--- config.mk ---
export PLATFORM = sky130hd
export DESIGN_NAME = tmr_gate_top
export DESIGN_NICKNAME = d
export VERILOG_FILES = /design/src/rtl/tmr_gate_pkg.sv /design/src/rtl/tmr_spk_port.sv /design/src/rtl/tmr_slow_arm.sv /design/src/rtl/tmr_strap_latch.sv /design/src/rtl/tmr_gate_top.sv
export SDC_FILE = /design/constraint.sdc
export NUM_CORES = 1
export LEC_CHECK = 0
export BUFFER_PORTS_ARGS = -buffer_cell sky130_fd_sc_hd__buf_2
export CORE_AREA = 2 2 39 41
export DETAILED_ROUTE_END_ITERATION = 8
export DIE_AREA = 0 0 41 43
export MAX_ROUTING_LAYER = met4
export PLACE_DENSITY = 0.57
export SYNTH_ARGS = -nofsm -noshare
export SYNTH_HDL_FRONTEND = slang
export SYNTH_SLANG_ARGS = --single-unit
--- constraint.sdc ---
create_clock -name clk -period 1.3 [get_ports clk]
set_clock_uncertainty 0.1 [all_clocks]
set_input_delay 0.39 -clock clk [delete_from_list [all_inputs] [get_ports clk]]
set_output_delay 0.39 -clock clk [all_outputs]
set_load 0.05 [all_outputs]
--- src/rtl/tmr_gate_pkg.sv ---
package tmr_gate_pkg;
  localparam int ADDR_W = 16;
  localparam int DATA_W = 8;
  localparam logic [ADDR_W-1:0] SPK_PORT_ADDR = 16'h0061;
  localparam int SPK_EN_BIT = 1;
  localparam logic [ADDR_W-1:0] ARM_WIN_BASE = 16'h0048;
  localparam int ARM_WIN_SPAN = 4;
endpackage

--- src/rtl/tmr_spk_port.sv ---
module tmr_spk_port #(
  parameter int ADDR_W = 16,
  parameter int DATA_W = 8,
  parameter logic [ADDR_W-1:0] PORT_ADDR = 16'h0061,
  parameter int EN_BIT = 1
) (
  input  logic              clk,
  input  logic              rst,
  input  logic              io_wr,
  input  logic [ADDR_W-1:0] io_addr,
  input  logic [DATA_W-1:0] io_wdata,
  output logic              spk_en
);
  logic [DATA_W-1:0] port_q;
  logic              hit;

  assign hit = io_wr && (io_addr == PORT_ADDR);

  always_ff @(posedge clk) begin
    if (rst) port_q <= '0;
    else if (hit) port_q <= io_wdata;
  end

  assign spk_en = port_q[EN_BIT];


  port_hold_chk: assert property (@(posedge clk) disable iff (rst)
    !hit |=> $stable(port_q));

  port_load_chk: assert property (@(posedge clk) disable iff (rst)
    hit |=> (port_q == $past(io_wdata)));
endmodule

--- src/rtl/tmr_slow_arm.sv ---
module tmr_slow_arm #(
  parameter int ADDR_W = 16,
  parameter logic [ADDR_W-1:0] WIN_BASE = 16'h0048,
  parameter int WIN_SPAN = 4
) (
  input  logic              clk,
  input  logic              rst,
  input  logic              io_rd,
  input  logic [ADDR_W-1:0] io_addr,
  output logic              armed
);
  localparam logic [ADDR_W-1:0] WIN_LAST = WIN_BASE + ADDR_W'(WIN_SPAN - 1);
  localparam bit POW2_ALIGNED = ((WIN_SPAN & (WIN_SPAN - 1)) == 0) &&
                                ((int'(WIN_BASE) % WIN_SPAN) == 0);

  logic in_win;
  logic armed_q;

  generate
    if (POW2_ALIGNED) begin : g_mask
      localparam logic [ADDR_W-1:0] WIN_MASK = ~ADDR_W'(WIN_SPAN - 1);
      assign in_win = ((io_addr & WIN_MASK) == WIN_BASE);
    end else begin : g_range
      assign in_win = (io_addr >= WIN_BASE) && (io_addr <= WIN_LAST);
    end
  endgenerate

  always_ff @(posedge clk) begin
    if (rst) armed_q <= 1'b0;
    else if (io_rd && in_win) armed_q <= 1'b1;
  end

  assign armed = armed_q;


  arm_sticky_chk: assert property (@(posedge clk) disable iff (rst)
    armed_q |=> armed_q);

  arm_cause_chk: assert property (@(posedge clk) disable iff (rst)
    $rose(armed_q) |-> $past(io_rd && (io_addr >= WIN_BASE) && (io_addr <= WIN_LAST)));
endmodule

--- src/rtl/tmr_strap_latch.sv ---
module tmr_strap_latch (
  input  logic clk,
  input  logic rst,
  input  logic pad_in,
  output logic strap,
  output logic pad_oe
);
  logic strap_q;
  logic oe_q;

  always_ff @(posedge clk) begin
    if (rst) begin
      strap_q <= pad_in;
      oe_q    <= 1'b0;
    end else begin
      oe_q    <= 1'b1;
    end
  end

  assign strap  = strap_q;
  assign pad_oe = oe_q;


  strap_frozen_chk: assert property (@(posedge clk) disable iff (rst)
    oe_q |=> $stable(strap_q));

  oe_rise_chk: assert property (@(posedge clk) disable iff (rst)
    !oe_q |=> oe_q);

  oe_reset_chk: assert property (@(posedge clk)
    rst |=> !oe_q);
endmodule

--- src/rtl/tmr_gate_top.sv ---
module tmr_gate_top
  import tmr_gate_pkg::*;
(
  input  logic              clk,
  input  logic              rst,
  input  logic              tmr_spk,
  input  logic              tmr_slow,
  input  logic              io_rd,
  input  logic              io_wr,
  input  logic [ADDR_W-1:0] io_addr,
  input  logic [DATA_W-1:0] io_wdata,
  input  logic              pad_in,
  output logic              spk_out,
  output logic              slow_out,
  output logic              strap_local,
  output logic              pad_oe
);
  logic spk_en;
  logic armed;

  tmr_spk_port #(
    .ADDR_W(ADDR_W), .DATA_W(DATA_W),
    .PORT_ADDR(SPK_PORT_ADDR), .EN_BIT(SPK_EN_BIT)
  ) u_port (
    .clk(clk), .rst(rst), .io_wr(io_wr), .io_addr(io_addr),
    .io_wdata(io_wdata), .spk_en(spk_en)
  );

  tmr_slow_arm #(
    .ADDR_W(ADDR_W), .WIN_BASE(ARM_WIN_BASE), .WIN_SPAN(ARM_WIN_SPAN)
  ) u_arm (
    .clk(clk), .rst(rst), .io_rd(io_rd), .io_addr(io_addr), .armed(armed)
  );

  tmr_strap_latch u_strap (
    .clk(clk), .rst(rst), .pad_in(pad_in),
    .strap(strap_local), .pad_oe(pad_oe)
  );

  assign spk_out  = tmr_spk & spk_en;
  assign slow_out = tmr_slow & armed;


  spk_quiet_chk: assert property (@(posedge clk)
    rst |=> !spk_out);

  slow_quiet_chk: assert property (@(posedge clk)
    rst |=> !slow_out);
endmodule

==> flow_metrics.py <==
metrics = {
    "status": {
        "status": "finished, violations left",
        "violations": "setup timing",
    },
    "cts": {
        "cts_buffers": 3,
        "cts_tree": "done",
        "htree_levels": 1,
        "ctsRootBufferMaster": "clkbuf_4",
        "clk_latency_ns": 0.23,
        "cts_sinks": 4,
        "postCtsHoldBufs": 0,
        "clk_path_buf_depth": 2,
        "clkTransAtPathRegs_ns": 0.04,
    },
    "power": {
        "seq_power_share_pct": 33.9,
        "power.switching_w": 0.000104,
        "clockPowerShare_pct": 44.1,
        "total_power_w": 0.000396,
        "power_switching_share_pct": 26.2,
        "peakVddDrop_uv": 317,
        "p_leak_nw": 0.219,
        "pwr-share-comb_pct": 22.0,
        "pwr_density_cell_mw_per_mm2": 802,
        "intPower_w": 0.000292,
    },
    "detailed_routing": {
        "final_antenna_net_count": 0,
        "drtIter0Drc": 3,
        "drt-pass1-iter-count": 5,
        "vias": 285,
        "avgRoutedWirePerCell_um": 11.1,
        "drc": 0,
        "wl_um": 741,
        "via_per_inst": 4.25,
    },
    "floorplanning": {
        "fp-row-count": 14,
        "dieArea_mm2": 0.00176,
        "core_mm2": 0.00138,
        "die_y_um": 43,
        "die_w_um": 41,
        "pin_count": 35,
        "start_util_pct": 14.3,
    },
    "layout": {
        "diodes": 0,
        "drive_gt1_share_pct": 82.4,
        "n_fill_cell": 148,
        "utilization_pct": 35.6,
        "finalNetCount": 83,
        "area_growth_pct": 149,
        "fin_area_um2": 493,
    },
    "timing": {
        "maxSlewHeadroom_pct": 82.9,
        "setup_slack_ns": -0.0139,
        "min_period_ns": 1.31,
        "tightest_slew_ns": 0.254,
        "post-route-period-util_pct": 101,
        "drv_slew": 0,
        "rsz0062_at_grt": "yes",
        "tns_ns": -0.0309,
        "setup_violations": 3,
        "final_hold_viol_count": 0,
        "fmax_mhz": 761,
    },
    "global_route": {
        "grt_pass1_wl_um": 1120,
        "grtUsageTotal_pct": 10.8,
        "first_global_vias": 264,
        "grt_max_degree": 5,
        "grt_overflow": 0,
        "grt_antenna_before_repair": 0,
    },
    "hold_path": {
        "hold_class": "in2reg",
        "hold_end": "u_strap.strap",
        "hold_start": "pad_in",
        "hold_depth": 1,
    },
    "synthesis": {
        "synth_area_leaders": "dfxtp_1, edfxtp_1, nor4_2",
        "synth_area_um2": 198,
        "synth_top_area_share_pct": 30.4,
        "syn_inst": 18,
        "ys.warnings.count": 0,
        "ys_seq_elements": 4,
        "ys_seq_area_share_pct": 45.6,
        "syn_area_per_cell_um2": 11.0,
        "ys_types": 13,
        "synth_top_area_cell": "dfxtp_1",
        "syn-num-nets": 49,
    },
    "worst_setup_path": {
        "worstPathRequired_ns": 0.81,
        "reg2reg_depth": 3,
        "startpoint_type": "flip-flop",
        "cp_slowest_cell": "dfxtp_2",
        "crit_path_end_kind": "primary output",
        "reg2reg_slack_ns": 0.48,
        "crit_chain": "and2_4 -> buf_8",
        "cpPeakStageDelay_ns": 0.32,
        "cp.arrival_ns": 0.82,
        "crit_type": "reg2out",
        "worstReg2RegEnd": "u_port.port_q[1]",
        "reg2reg_from": "u_port.port_q[1]",
        "cp_max_fo": 2,
    },
    "place": {
        "port_buffers": 27,
        "dp_worst_setup_slack_ns": -0.279,
        "gp_congestion": 0.594,
        "post_dp_cell_area_um2": 353,
    },
    "job": {
        "drv_cap": 0,
    },
}
worst max-delay path by stage:
stage                     depth (start not counted)  slack [ns]               end             start
final                                             2       -0.01          slow_out       u_arm.armed
after global routing                              5       -0.07  u_port.port_q[1]       io_addr[11]
after CTS                                         2       -0.03           spk_out  u_port.port_q[1]
after detailed placement                          5       -0.28  u_port.port_q[1]       io_addr[15]
after global placement                            5       -0.25  u_port.port_q[1]        io_addr[7]
after floorplan                                   4       -0.05  u_port.port_q[1]        io_addr[8]
layer usage:
layer,vias to the layer above,share of wire [%],wire [um],GRT usage (%)
met4,0,0,0,4.00
met5,-,0,0,-
met1,129,33,247,9.87
met3,0,13,95,7.85
li1,137,-,-,-
met2,19,54,399,16.6
stage by stage:
| stage | hold slack (ns) | instances |
|---|---|---|
| floorplan | 0.332 | 18 |
| global placement | 0.357 | 61 |
| detailed placement | 0.366 | 61 |
| CTS | 0.214 | 66 |
| global route | 0.202 | 67 |
| finish | 0.223 | 67 |
layout make-up:
| cell class | count | area (um2) | share of cell area [%] |
|---|---|---|---|
| Tap cell | 16 | 20.0 | 4.06 |
| Sequential cell | 4 | 92.6 | 18.8 |
| Inverter | 1 | 3.75 | 0.761 |
| Clock buffer | 4 | 26.3 | 5.33 |
| Timing Repair Buffer | 29 | 198 | 40.1 |
| Multi-Input combinational cell | 13 | 153 | 31.0 |
state kept, by name, summed over array words and instances (netlist names):
name,cells
u_strap.pad_oe,1
u_strap.strap,1
u_arm.armed,1
u_port.port_q,1
cell families after synthesis:
kind of cell / Yosys count / share of synthesized area, %
AO/OA/AOI/OAI: 3 / 12.7
AND/OR/NAND/NOR: 10 / 39.9
buffers and inverters: 1 / 1.90
flip-flops: 4 / 45.6
power by group through the flow:
stage / logic [W] / clock network [W] / registers, W
final: 0.0000872 / 0.000174 / 0.000134
after global routing: 0.0000920 / 0.000198 / 0.000134
after CTS: 0.0000821 / 0.000183 / 0.000133
after detailed placement: 0.0000640 / 0 / 0.000135
after global placement: 0.0000628 / 0 / 0.000135
after floorplan: 0.00000741 / 0 / 0.000151
critical path: cells and delay by family, from the launching register on:
kind / cells / cell delay, ns
simple gates: 1 / 0.14
flops: 1 / 0.32
buf+inv: 1 / 0.13
repair_timing:
item | 4_1_cts | 5_1_grt
setup buffers | 1 | 1
setup endpoints to repair | 4 | 6
resized for setup | 17 | 5
pin swaps | 6 | 3
cells in the final DEF (no fill, tap or decap), drive strengths merged:
cell | Yosys | layout
and2 | 2 | 2
buf | 0 | 28
clkbuf | 0 | 5
dfxtp | 3 | 3
edfxtp | 1 | 1
inv | 1 | 1
nand2 | 2 | 2
nand3 | 1 | 1
nand4b | 1 | 1
nor3 | 1 | 1
nor4 | 2 | 2
nor4b | 1 | 1
o21a | 1 | 1
o311ai | 1 | 1
o41ai | 1 | 1
cells in the mapped netlist:
cell	instances
dfxtp_1	3
and2_1	2
nand2_1	2
nor4_2	2
edfxtp_1	1
inv_1	1
nand3_1	1
nand4b_1	1
nor3_1	1
nor4b_2	1
o21a_1	1
o311ai_1	1
o41ai_1	1
(Power assumes the default switching activity.)
